--- config.mk ---
export PLATFORM = sky130hd
export DESIGN_NAME = dma_chan_ctrl
export DESIGN_NICKNAME = d
export VERILOG_FILES = /design/src/rtl/dcc_pkg.sv /design/src/rtl/dcc_ptr_step.sv /design/src/rtl/dcc_status_enc.sv /design/src/rtl/dma_chan_ctrl.sv
export SDC_FILE = /design/constraint.sdc
export NUM_CORES = 1
export LEC_CHECK = 0
export BUFFER_PORTS_ARGS = -buffer_cell sky130_fd_sc_hd__buf_2
export CAP_MARGIN = 15
export CELL_PAD_IN_SITES_DETAIL_PLACEMENT = 0
export CELL_PAD_IN_SITES_GLOBAL_PLACEMENT = 1
export CORE_AREA = 5 5 382 384
export CTS_CLUSTER_DIAMETER = 60
export DETAILED_ROUTE_END_ITERATION = 8
export DIE_AREA = 0 0 387 389
export HOLD_SLACK_MARGIN = 0.05
export PLACE_DENSITY_LB_ADDON = 0.1
export SETUP_SLACK_MARGIN = 0.1
export SLEW_MARGIN = 20
export SYNTH_ARGS = -nofsm -noshare
export SYNTH_HDL_FRONTEND = slang
export SYNTH_SLANG_ARGS = --single-unit
--- constraint.sdc ---
create_clock -name clk -period 3.8 [get_ports clk]
set_input_delay 0.57 -clock clk [delete_from_list [all_inputs] [get_ports clk]]
set_output_delay 0.57 -clock clk [all_outputs]
set_load 0.01 [all_outputs]
--- src/rtl/dcc_pkg.sv ---
package dcc_pkg;

    localparam int DESC_W       = 128;
    localparam int DESC_BYTES   = 16;
    localparam int ALIGN_LOG2   = 4;
    localparam int TYPE_BIT     = 97;
    localparam int CMD_LSB      = 99;

    localparam logic [1:0] CMD_HALT = 2'd1;
    localparam logic [1:0] CMD_STOP = 2'd2;

    localparam logic [1:0] STAT_OFF   = 2'd0;
    localparam logic [1:0] STAT_RUN   = 2'd1;
    localparam logic [1:0] STAT_PAUSE = 2'd2;
    localparam logic [1:0] STAT_ERR   = 2'd3;

    typedef enum logic [2:0] {
        S_OFF    = 3'd0,
        S_DFETCH = 3'd1,
        S_SFETCH = 3'd2,
        S_NPTR   = 3'd3,
        S_MOVE   = 3'd4,
        S_PAUSE  = 3'd5
    } dcc_state_e;

    function automatic logic desc_linked(input logic [DESC_W-1:0] d);
        return d[TYPE_BIT];
    endfunction

    function automatic logic [1:0] desc_cmd(input logic [DESC_W-1:0] d);
        return d[CMD_LSB +: 2];
    endfunction

endpackage

--- src/rtl/dcc_ptr_step.sv ---
module dcc_ptr_step #(
    parameter int PTR_W      = 64,
    parameter int STEP_BYTES = 16,
    parameter int ALIGN_LOG2 = 4
) (
    input  logic [PTR_W-1:0] ptr_i,
    output logic [PTR_W-1:0] ptr_next_o,
    output logic             aligned_o
);
    localparam logic [PTR_W-1:0] STEP = PTR_W'(STEP_BYTES);

    assign ptr_next_o = ptr_i + STEP;
    assign aligned_o  = (ptr_i[ALIGN_LOG2-1:0] == '0);
endmodule

--- src/rtl/dcc_status_enc.sv ---
module dcc_status_enc
    import dcc_pkg::*;
(
    input  dcc_state_e state_i,
    input  logic       err_i,
    output logic [1:0] status_o
);
    always_comb begin
        if (err_i)                   status_o = STAT_ERR;
        else if (state_i == S_OFF)   status_o = STAT_OFF;
        else if (state_i == S_PAUSE) status_o = STAT_PAUSE;
        else                         status_o = STAT_RUN;
    end
endmodule

--- src/rtl/dma_chan_ctrl.sv ---
module dma_chan_ctrl
    import dcc_pkg::*;
#(
    parameter int PTR_W = 64
) (
    input  logic              clk,
    input  logic              rst_n,
    input  logic              ctrl_wr,
    input  logic              ctrl_en,
    input  logic              ctrl_cont,
    input  logic              ctrl_from_start,
    input  logic              ctrl_reg_mode,
    input  logic [PTR_W-1:0]  src_start,
    input  logic [PTR_W-1:0]  dst_start,
    input  logic [127:0]      reg_src_desc,
    input  logic [127:0]      reg_dst_desc,
    output logic              fetch_req,
    output logic              fetch_ptr_only,
    output logic [PTR_W-1:0]  fetch_addr,
    input  logic              fetch_rsp_valid,
    input  logic [127:0]      fetch_rsp_data,
    output logic              mover_start,
    output logic [127:0]      mover_src_desc,
    output logic [127:0]      mover_dst_desc,
    output logic              mover_dst_upd,
    input  logic              mover_dst_next,
    input  logic              mover_done,
    output logic [1:0]        ch_status,
    output logic              ch_en,
    output logic              ch_cont,
    output logic [PTR_W-1:0]  src_ptr,
    output logic [PTR_W-1:0]  dst_ptr,
    output logic              evt_pause,
    output logic              evt_src_rd_err,
    output logic              evt_dst_rd_err
);
    localparam int NCHAIN = 2;
    localparam int CH_SRC = 0;
    localparam int CH_DST = 1;

    typedef struct packed {
        dcc_state_e        state;
        logic              err;
        logic              en;
        logic              cont;
        logic              from_start;
        logic              reg_mode;
        logic              chain_dst;
        logic              dst_mid;
        logic              start;
        logic              dst_upd;
        logic              pause_evt;
        logic              src_err;
        logic              dst_err;
        logic [PTR_W-1:0]  src_ptr;
        logic [PTR_W-1:0]  dst_ptr;
        logic [DESC_W-1:0] src_desc;
        logic [DESC_W-1:0] dst_desc;
    } ch_t;

    ch_t q, d;

    // Per-chain pointer arithmetic
    logic [PTR_W-1:0] cptr  [NCHAIN];
    logic [PTR_W-1:0] cstep [NCHAIN];
    logic             cal   [NCHAIN];

    assign cptr[CH_SRC] = q.src_ptr;
    assign cptr[CH_DST] = q.dst_ptr;

    for (genvar g = 0; g < NCHAIN; g++) begin : g_chain
        dcc_ptr_step #(
            .PTR_W     (PTR_W),
            .STEP_BYTES(DESC_BYTES),
            .ALIGN_LOG2(ALIGN_LOG2)
        ) u_step (
            .ptr_i     (cptr[g]),
            .ptr_next_o(cstep[g]),
            .aligned_o (cal[g])
        );
    end

    logic nptr_al;
    assign nptr_al = q.chain_dst ? cal[CH_DST] : cal[CH_SRC];

    always_comb begin
        d           = q;
        d.start     = 1'b0;
        d.dst_upd   = 1'b0;
        d.pause_evt = 1'b0;
        d.src_err   = 1'b0;
        d.dst_err   = 1'b0;

        // Control write and the actions it triggers
        if (ctrl_wr) begin
            d.en         = ctrl_en;
            d.cont       = ctrl_cont;
            d.from_start = ctrl_from_start;
            if (q.state == S_OFF) d.reg_mode = ctrl_reg_mode;
            if (ctrl_en) begin
                d.err = 1'b0;
                if (q.state == S_PAUSE && ctrl_cont) begin
                    d.cont = 1'b0;
                    if (ctrl_from_start) begin
                        d.src_ptr = src_start;
                        d.dst_ptr = dst_start;
                        d.dst_mid = 1'b0;
                        d.state   = S_DFETCH;
                    end else if (desc_linked(q.src_desc)) begin
                        d.chain_dst = 1'b0;
                        d.state     = S_NPTR;
                    end else begin
                        d.src_ptr = cstep[CH_SRC];
                        d.state   = S_SFETCH;
                    end
                end else if (q.state == S_OFF) begin
                    d.src_ptr = src_start;
                    d.dst_ptr = dst_start;
                    d.dst_mid = 1'b0;
                    d.state   = S_DFETCH;
                end
            end else if (q.state == S_PAUSE && ctrl_cont) begin
                d.state = S_OFF;
            end
        end

        // Sequencing of the busy states
        case (q.state)
            S_DFETCH: begin
                if (q.reg_mode || (cal[CH_DST] && fetch_rsp_valid)) begin
                    d.dst_desc = q.reg_mode ? reg_dst_desc : fetch_rsp_data;
                    if (q.dst_mid) begin
                        d.state   = S_MOVE;
                        d.dst_upd = 1'b1;
                    end else begin
                        d.state = S_SFETCH;
                    end
                end else if (!cal[CH_DST]) begin
                    d.err     = 1'b1;
                    d.dst_err = 1'b1;
                    d.state   = S_OFF;
                end
            end
            S_SFETCH: begin
                if (q.reg_mode || (cal[CH_SRC] && fetch_rsp_valid)) begin
                    d.src_desc = q.reg_mode ? reg_src_desc : fetch_rsp_data;
                    d.state    = S_MOVE;
                    d.start    = 1'b1;
                end else if (!cal[CH_SRC]) begin
                    d.err     = 1'b1;
                    d.src_err = 1'b1;
                    d.state   = S_OFF;
                end
            end
            S_NPTR: begin
                if (!nptr_al) begin
                    d.err     = 1'b1;
                    d.src_err = !q.chain_dst;
                    d.dst_err = q.chain_dst;
                    d.state   = S_OFF;
                end else if (fetch_rsp_valid) begin
                    if (q.chain_dst) begin
                        d.dst_ptr = fetch_rsp_data[PTR_W-1:0];
                        d.state   = S_DFETCH;
                    end else begin
                        d.src_ptr = fetch_rsp_data[PTR_W-1:0];
                        d.state   = S_SFETCH;
                    end
                end
            end
            S_MOVE: begin
                if (mover_dst_next && !q.reg_mode) begin
                    d.dst_mid = 1'b1;
                    if (desc_linked(q.dst_desc)) begin
                        d.chain_dst = 1'b1;
                        d.state     = S_NPTR;
                    end else begin
                        d.dst_ptr = cstep[CH_DST];
                        d.state   = S_DFETCH;
                    end
                end else if (mover_done) begin
                    d.dst_mid = 1'b0;
                    if (q.reg_mode || desc_cmd(q.src_desc) == CMD_STOP) begin
                        d.en    = 1'b0;
                        d.state = S_OFF;
                    end else if (desc_cmd(q.src_desc) == CMD_HALT) begin
                        d.state     = S_PAUSE;
                        d.pause_evt = 1'b1;
                    end else if (desc_linked(q.src_desc)) begin
                        d.chain_dst = 1'b0;
                        d.state     = S_NPTR;
                    end else begin
                        d.src_ptr = cstep[CH_SRC];
                        d.state   = S_SFETCH;
                    end
                end
            end
            default: ;
        endcase
    end

    always_ff @(posedge clk or negedge rst_n) begin
        if (!rst_n) q <= '0;
        else        q <= d;
    end

    // Fetch port
    always_comb begin
        fetch_req      = 1'b0;
        fetch_ptr_only = 1'b0;
        fetch_addr     = '0;
        case (q.state)
            S_DFETCH: begin
                fetch_req  = !q.reg_mode && cal[CH_DST];
                fetch_addr = q.dst_ptr;
            end
            S_SFETCH: begin
                fetch_req  = !q.reg_mode && cal[CH_SRC];
                fetch_addr = q.src_ptr;
            end
            S_NPTR: begin
                fetch_req      = nptr_al;
                fetch_ptr_only = 1'b1;
                fetch_addr     = q.chain_dst ? cstep[CH_DST] : cstep[CH_SRC];
            end
            default: ;
        endcase
    end

    dcc_status_enc u_stat (
        .state_i (q.state),
        .err_i   (q.err),
        .status_o(ch_status)
    );

    logic reg_mode_w;
    assign reg_mode_w     = q.reg_mode;

    assign mover_start    = q.start;
    assign mover_src_desc = q.src_desc;
    assign mover_dst_desc = q.dst_desc;
    assign mover_dst_upd  = q.dst_upd;
    assign ch_en          = q.en;
    assign ch_cont        = q.cont;
    assign src_ptr        = q.src_ptr;
    assign dst_ptr        = q.dst_ptr;
    assign evt_pause      = q.pause_evt;
    assign evt_src_rd_err = q.src_err;
    assign evt_dst_rd_err = q.dst_err;

endmodule

After elaboration in Yosys (flattened, before gate mapping). Index checks and enable logic that the tools add are counted.

Bits in registers: 399. Latch bits: 0. Bits in writable memories: 0. ROM bits: 0. Input port bits: 522. Output and inout bits: 459. Word-level logic and storage cells: 136. Memories kept: 0.

Add/subtract/negate cells: 2. Multipliers: 0. Div/mod/pow operators: 0. Magnitude comparators: 0. Equal/unequal tests: 7. Shift operators: 0. Multiplexer cells: 93. Bitwise gates (word level): 0. Reductions and logical operators: 17.

Operators by type and width (count): 128-bit two-way mux (8); 64-bit two-way mux (13); 128-bit one-hot mux with 2 select lines (1); 64-bit one-hot mux with 3 select lines (1); 64-bit by 5-bit adder with 64-bit output (second input constant) (2); 3-bit two-way mux (13); 1-bit two-way mux (38); 2-bit two-way mux (11); 3-bit one-hot mux with 4 select lines (1); 10-bit two-way mux (1); 4-bit zero test (2); 4-bit two-way mux (2); 3-bit by 2-bit equality test with 1-bit output (second input constant) (2); 3-bit equality test (second input constant) (2); 1-bit logical AND (6); 1-bit one-hot mux with 3 select lines (2); 2-bit AND reduction (3); 1-bit one-hot mux with 2 select lines (2); 3-bit by 1-bit equality test with 1-bit output (second input constant) (1); 3-bit zero test (1); 1-bit logical OR (3); 2-bit by 1-bit equality test with 1-bit output (second input constant) (1); 2-bit equality test (second input constant) (1); 1-bit zero test (2).

Logic depth before layout (Yosys ltp).
Word-level depth: 12. Mapped depth: 11. Mapped depth without buffers: 8.

Cells and area by module. A second synthesis with hierarchy kept.

Cells, all modules: 3285. Area, all modules: 26945.8 um^2.

Modules (own cells, without submodules): dma_chan_ctrl (instances 1, cells an instance 2881, area each 24064.3 um^2, seq. area each 9959.6 um^2); dcc_ptr_step (instances 2, cells an instance 200, area each 1427.6 um^2, seq. area each 0.0 um^2); dcc_status_enc (instances 1, cells an instance 4, area each 26.3 um^2, seq. area each 0.0 um^2).

Worst setup path after synthesis. No wires, ideal clock.

Kind: reg-to-output. From: register q, in the netlist src_ptr[14]. To: output port fetch_addr[45]. Arrival: 2.717 ns. Required time: 3.230 ns. Path slack: 0.513 ns. Cell stages (with the launch flop): 11. Buffers on the path: 4. Cells stage by stage: dfrtp_1 buf_2 nand4_2 buf_6 or4_4 buf_6 or3_4 buf_4 nor3_1 nand2_1 o311ai_0.

Longest elaborated chain between the ends: 3.

RTL lines: from (decl) (RTL line dma_chan_ctrl.sv:61) `ch_t q, d;`; from (signal assigned) (RTL line dma_chan_ctrl.sv:203) `if (!rst_n) q <= '0;`; from (signal assigned) (RTL line dma_chan_ctrl.sv:204) `else q <= d;`; 64-bit by 5-bit adder with 64-bit output (RTL line dcc_ptr_step.sv:12) `assign ptr_next_o = ptr_i + STEP;`; 64-bit two-way mux (RTL line dma_chan_ctrl.sv:224) `fetch_addr = q.chain_dst ? cstep[CH_DST] : cstep[CH_SRC];`; 64-bit one-hot mux with 3 select lines (RTL line dma_chan_ctrl.sv:212) `case (q.state)`; to (decl) (RTL line dma_chan_ctrl.sv:19) `output logic [PTR_W-1:0] fetch_addr,`.

Every way passes these cells.

Worst setup path in the final report.
From: register q, in the netlist dst_ptr[4]. To: output port fetch_addr[62].

Same word-level chain as after synthesis.

==> impl_results.html <==
<table>
<tr><th>Metric</th><th>Value</th></tr>
<tr><th colspan="2">Run status</th></tr>
<tr><td>Status</td><td>finished, violations left</td></tr>
<tr><td>Violated checks</td><td>negative setup slack</td></tr>
<tr><th colspan="2">Yosys</th></tr>
<tr><td>Mean cell area of the mapped netlist</td><td>7.69 sq um</td></tr>
<tr><td>Synth Net Count</td><td>4185</td></tr>
<tr><td>Netlist area before placement</td><td>28200 sq um</td></tr>
<tr><td>Most frequently used flop master after synthesis</td><td>sky130_fd_sc_hd__dfrtp_1</td></tr>
<tr><td>Sequential-to-total area share from yosys stat</td><td>0.354</td></tr>
<tr><td>Number of synthesized flops with an enable pin</td><td>0</td></tr>
<tr><td>#FFs+latches synth</td><td>398</td></tr>
<tr><td>Netlist cell types</td><td>80</td></tr>
<tr><td>Warnings, synthesis</td><td>0</td></tr>
<tr><td>Post-synthesis cell count</td><td>3661</td></tr>
<tr><td>FFs w/ async S/R, synth</td><td>1.00</td></tr>
<tr><th colspan="2">Drt</th></tr>
<tr><td>Initial DRC count</td><td>2413</td></tr>
<tr><td>Antenna-violating nets left</td><td>0</td></tr>
<tr><td>Detailed-route wire length per cell</td><td>29.3 um</td></tr>
<tr><td>Iteration count of the initial detailed-routing pass</td><td>5</td></tr>
<tr><td>Count of vias placed by the detailed router</td><td>30500</td></tr>
<tr><td>Post-Route WL</td><td>186000 um</td></tr>
<tr><td>Vias/cell</td><td>4.82</td></tr>
<tr><td>DRC violation count after routing</td><td>0</td></tr>
<tr><th colspan="2">Clock tree</th></tr>
<tr><td>TritonCTS Buffers</td><td>76</td></tr>
<tr><td>TritonCTS clock tree</td><td>done</td></tr>
<tr><td>Maximum level of the CTS H-tree</td><td>3</td></tr>
<tr><td>Clock slew at reported path FFs</td><td>0.06 ns</td></tr>
<tr><td>Clock root buffer master</td><td>sky130_fd_sc_hd__clkbuf_16</td></tr>
<tr><td>Number of clock sinks</td><td>398</td></tr>
<tr><td>Clk_lat worst skew</td><td>0.67 ns</td></tr>
<tr><td>Buffer depth of the longest clock path</td><td>3</td></tr>
<tr><th colspan="2">Timing</th></tr>
<tr><td>Total setup violations reported at the end of the flow</td><td>12</td></tr>
<tr><td>Final critical-path share of the clock period</td><td>1.04</td></tr>
<tr><td>Highest Clock Rate</td><td>253 MHz</td></tr>
<tr><td>Hold violation total from the final report</td><td>0</td></tr>
<tr><td>Slew of the pin with the lowest slew margin</td><td>1.16 ns</td></tr>
<tr><td>Headroom to the max-slew limit</td><td>0.226</td></tr>
<tr><td>Final Max Slew Viols</td><td>0</td></tr>
<tr><td>Tmin final</td><td>3.95 ns</td></tr>
<tr><td>Skew final</td><td>0.0286 ns</td></tr>
<tr><td>Worst setup margin</td><td>-0.155 ns</td></tr>
<tr><td>RSZ-0062 raised after global routing</td><td>true</td></tr>
<tr><th colspan="2">Die</th></tr>
<tr><td>Boundary Pins</td><td>981</td></tr>
<tr><td>Core area</td><td>142000 sq um</td></tr>
<tr><td>Total number of placement rows</td><td>139</td></tr>
<tr><td>Die Height</td><td>389 um</td></tr>
<tr><td>Die area</td><td>151000 sq um</td></tr>
<tr><td>Effective utilization at floorplan</td><td>0.198</td></tr>
<tr><td>Floorplan die width</td><td>387 um</td></tr>
<tr><th colspan="2">Worst setup path</th></tr>
<tr><td>Depth of the worst register-to-register path</td><td>7</td></tr>
<tr><td>Crit start category</td><td>flop</td></tr>
<tr><td>Register-to-Register Setup Slack</td><td>0.59 ns</td></tr>
<tr><td>Reg-to-reg critical path endpoint</td><td>src_ptr[9]$_DFF_PN0_</td></tr>
<tr><td>Type of the setup path with the least slack</td><td>flop to output pin</td></tr>
<tr><td>Endpoint type of the worst setup path</td><td>output pin</td></tr>
<tr><td>Endpoint required time on the critical path</td><td>3.23 ns</td></tr>
<tr><td>Startpoint of the most critical register-to-register path</td><td>q[396]$_DFF_PN0_</td></tr>
<tr><td>Critical path peak fanout</td><td>4</td></tr>
<tr><td>CP Data Arrival Time</td><td>3.38 ns</td></tr>
<tr><th colspan="2">Min path</th></tr>
<tr><td>Hold Path End</td><td>src_ptr[1]$_DFFE_PN0P_</td></tr>
<tr><td>Tightest Hold Check Type</td><td>input port to flop</td></tr>
<tr><td>Cells on Worst Hold Path</td><td>3</td></tr>
<tr><td>HP Start</td><td>fetch_rsp_data[1]</td></tr>
<tr><th colspan="2">Cells and area</th></tr>
<tr><td>P&amp;R area growth vs syn</td><td>34.5%</td></tr>
<tr><td>Seq. cell area</td><td>9980 sq um</td></tr>
<tr><td>Number of nets in the finished design</td><td>4882</td></tr>
<tr><td>Commonest non-fill, non-tap cells in the layout</td><td>975 x sky130_fd_sc_hd__buf_2, 572 x sky130_fd_sc_hd__a21oi_1, 428 x sky130_fd_sc_hd__nand2_1</td></tr>
<tr><td>Most common cell after layout, fill and taps aside</td><td>sky130_fd_sc_hd__buf_2</td></tr>
<tr><td>Number of filler instances in the final layout</td><td>16000</td></tr>
<tr><td>Fraction of final layout cells with drive strength greater than 1</td><td>0.369</td></tr>
<tr><td>Final core area utilization</td><td>0.266</td></tr>
<tr><td>Combined area of the multi-input logic cells</td><td>15100 sq um</td></tr>
<tr><td>Post-route design area</td><td>37900 sq um</td></tr>
<tr><th colspan="2">GRT</th></tr>
<tr><td>Via count of the first global-routing pass</td><td>29700</td></tr>
<tr><td>Antenna violations before repair</td><td>47</td></tr>
<tr><td>Sum of overflow across all layers after global routing</td><td>0</td></tr>
<tr><td>Maximum number of pins on one net before global-route repair</td><td>174</td></tr>
<tr><td>Total routing usage reported by global routing</td><td>0.233</td></tr>
<tr><td>Wire length of the first global-routing pass</td><td>251000 um</td></tr>
<tr><th colspan="2">Job</th></tr>
<tr><td>Max-cap violations</td><td>0</td></tr>
<tr><th colspan="2">Pwr</th></tr>
<tr><td>Overall power after layout</td><td>32.6 mW</td></tr>
<tr><td>Pwr/cell area</td><td>861 nW/um^2</td></tr>
<tr><td>Maximum vdd ir drop</td><td>0.415 mV</td></tr>
<tr><td>Static Leakage</td><td>16.8 nW</td></tr>
<tr><th colspan="2">Place</th></tr>
<tr><td>Post-DP Area</td><td>33700 sq um</td></tr>
<tr><td>Number of port buffers</td><td>980</td></tr>
<tr><td>HPWL after DPL</td><td>145000 um</td></tr>
<tr><td>GPL Wtd Cong</td><td>0.882</td></tr>
</table>
## cell families (layout without fill, tap and decap cells)
group,after synthesis,after routing,synth area share
flops,398,398,0.354
xor+xnor,121,121,0.0376
mux,24,24,0.00875
other cells,0,17,0
fa+ha+maj,2,2,0.000888
compound gates,1229,1229,0.255
simple gates,1175,1175,0.197
buf+inv,712,1468,0.147
## routing by layer
layer / vias to the layer above / share of wire / global-route usage
met2: 1287 / 0.47 / 0.387
met5: - / 0.00037 / 0
li1: 14100 / - / -
met4: 10 / 0.022 / 0.0500
met1: 14900 / 0.44 / 0.309
met3: 232 / 0.074 / 0.0552
## sequential cells by signal, summed over array words and instances, names as in the netlist
signal / flops
ch_en: 1
evt_dst_rd_err: 1
src_ptr: 64
mover_src_desc: 128
mover_start: 1
mover_dst_upd: 1
evt_pause: 1
ch_cont: 1
q: 6
mover_dst_desc: 128
evt_src_rd_err: 1
dst_ptr: 64
reg_mode_w: 1
## synth_stat cells, types with 5 or more instances
cell                       number  area [sq um]
sky130_fd_sc_hd__xnor2_1       73           639
sky130_fd_sc_hd__buf_4        386          2900
sky130_fd_sc_hd__nand3_1       81           405
sky130_fd_sc_hd__and3_1        32           200
sky130_fd_sc_hd__a21oi_1      582          2910
sky130_fd_sc_hd__buf_2          5          25.0
sky130_fd_sc_hd__dfrtp_1      398          9960
sky130_fd_sc_hd__nand4_1       34           213
sky130_fd_sc_hd__nand2b_1       9          56.3
sky130_fd_sc_hd__xor2_1        48           420
sky130_fd_sc_hd__mux2_2         5          56.3
sky130_fd_sc_hd__nand2_1      436          1640
sky130_fd_sc_hd__o211ai_1      22           165
sky130_fd_sc_hd__nor4_1        44           275
sky130_fd_sc_hd__a22o_1         6          52.6
sky130_fd_sc_hd__a32oi_1        6          52.6
sky130_fd_sc_hd__or4_1          9          67.6
sky130_fd_sc_hd__nor2_1       270          1010
sky130_fd_sc_hd__a31o_2         5          43.8
sky130_fd_sc_hd__o32ai_1        6          52.6
sky130_fd_sc_hd__o31ai_1       12          90.1
sky130_fd_sc_hd__a211o_1        6          52.6
sky130_fd_sc_hd__o221ai_1      46           403
sky130_fd_sc_hd__o311ai_0      15           131
sky130_fd_sc_hd__inv_1         21          78.8
sky130_fd_sc_hd__nor2b_1      132           826
sky130_fd_sc_hd__a211oi_1      13          97.6
sky130_fd_sc_hd__nor3b_1       10          75.1
sky130_fd_sc_hd__clkbuf_1     272          1020
sky130_fd_sc_hd__a221oi_1      16           140
sky130_fd_sc_hd__and4_1         9          78.8
sky130_fd_sc_hd__nor3_1        60           300
sky130_fd_sc_hd__a221o_1       25           250
sky130_fd_sc_hd__a31oi_1       13          81.3
sky130_fd_sc_hd__o21ai_0      313          1570
sky130_fd_sc_hd__a22oi_1       41           308
sky130_fd_sc_hd__a21o_1        11          82.6
sky130_fd_sc_hd__buf_1         22          82.6
sky130_fd_sc_hd__and2_1        12          75.1
sky130_fd_sc_hd__o22ai_1       43           269
sky130_fd_sc_hd__mux2i_1       19           190
sky130_fd_sc_hd__or3_1         11          68.8
## critical path, cell delays in order, from the launching register on
cell	delay [ns]
sky130_fd_sc_hd__dfrtp_1	0.35
sky130_fd_sc_hd__ha_2	0.18
sky130_fd_sc_hd__nand4_1	0.17
sky130_fd_sc_hd__or4_4	0.52
sky130_fd_sc_hd__buf_6	0.14
sky130_fd_sc_hd__and4b_1	0.29
sky130_fd_sc_hd__buf_12	0.14
sky130_fd_sc_hd__nand3_4	0.09
sky130_fd_sc_hd__nor4b_4	0.27
sky130_fd_sc_hd__a221oi_2	0.07
sky130_fd_sc_hd__o211ai_1	0.15
sky130_fd_sc_hd__buf_4	0.22
sky130_fd_sc_hd__buf_6	0.12
## worst max path at each step
stage / start / end / slack, ns / cells after the start
global route: dst_ptr[5]$_DFF_PN0_ / fetch_addr[62] / -0.28 / 12
global placement: dst_ptr[4]$_DFF_PN0_ / fetch_addr[60] / 0.15 / 11
floorplan: src_ptr[14]$_DFF_PN0_ / fetch_addr[45] / 0.51 / 10
CTS: dst_ptr[4]$_DFF_PN0_ / fetch_addr[62] / -0.26 / 12
detailed placement: dst_ptr[4]$_DFF_PN0_ / fetch_addr[60] / 0.11 / 11
finish: dst_ptr[4]$_DFF_PN0_ / fetch_addr[62] / -0.15 / 12
## power by group
group          leakage (nW)  switching (mW)  internal (mW)
combinational          10.7            11.3           6.12
sequential             4.78            1.75           6.26
clock                  1.26            2.68           4.48
## per-stage QoR
stage          hold slack, ns  setup slack [ns]  instances  setup TNS [ns]
6_report                0.168            -0.155       6337          -0.849
4_1_cts                0.0851            -0.256       6286           -2.63
3_5_place_dp            0.465             0.107       6120               0
3_3_place_gp            0.459             0.145       6119               0
5_1_grt                 0.143            -0.276       6322           -3.11
2_1_floorplan           0.274             0.513       3661               0
## what timing repair did
item,in CTS,in global routing
hold buffers,1,0
gates cloned,0,0
setup endpoints to repair,49,44
endpoints found under the hold margin,63,0
pin swaps,47,43
resized for setup,139,100
buffers inserted,28,38
## final cells by class
class / instances / share of cell area
Multi-Input combinational cell: 2551 / 0.397
Sequential cell: 398 / 0.264
Inverter: 25 / 0.00248
Timing Repair Buffer: 1306 / 0.203
Tap cell: 1903 / 0.0629
Antenna cell: 17 / 0.00112
Clock buffer: 92 / 0.0542
Clock inverter: 45 / 0.0149
No activity file was read; power rests on OpenSTA's default activity.
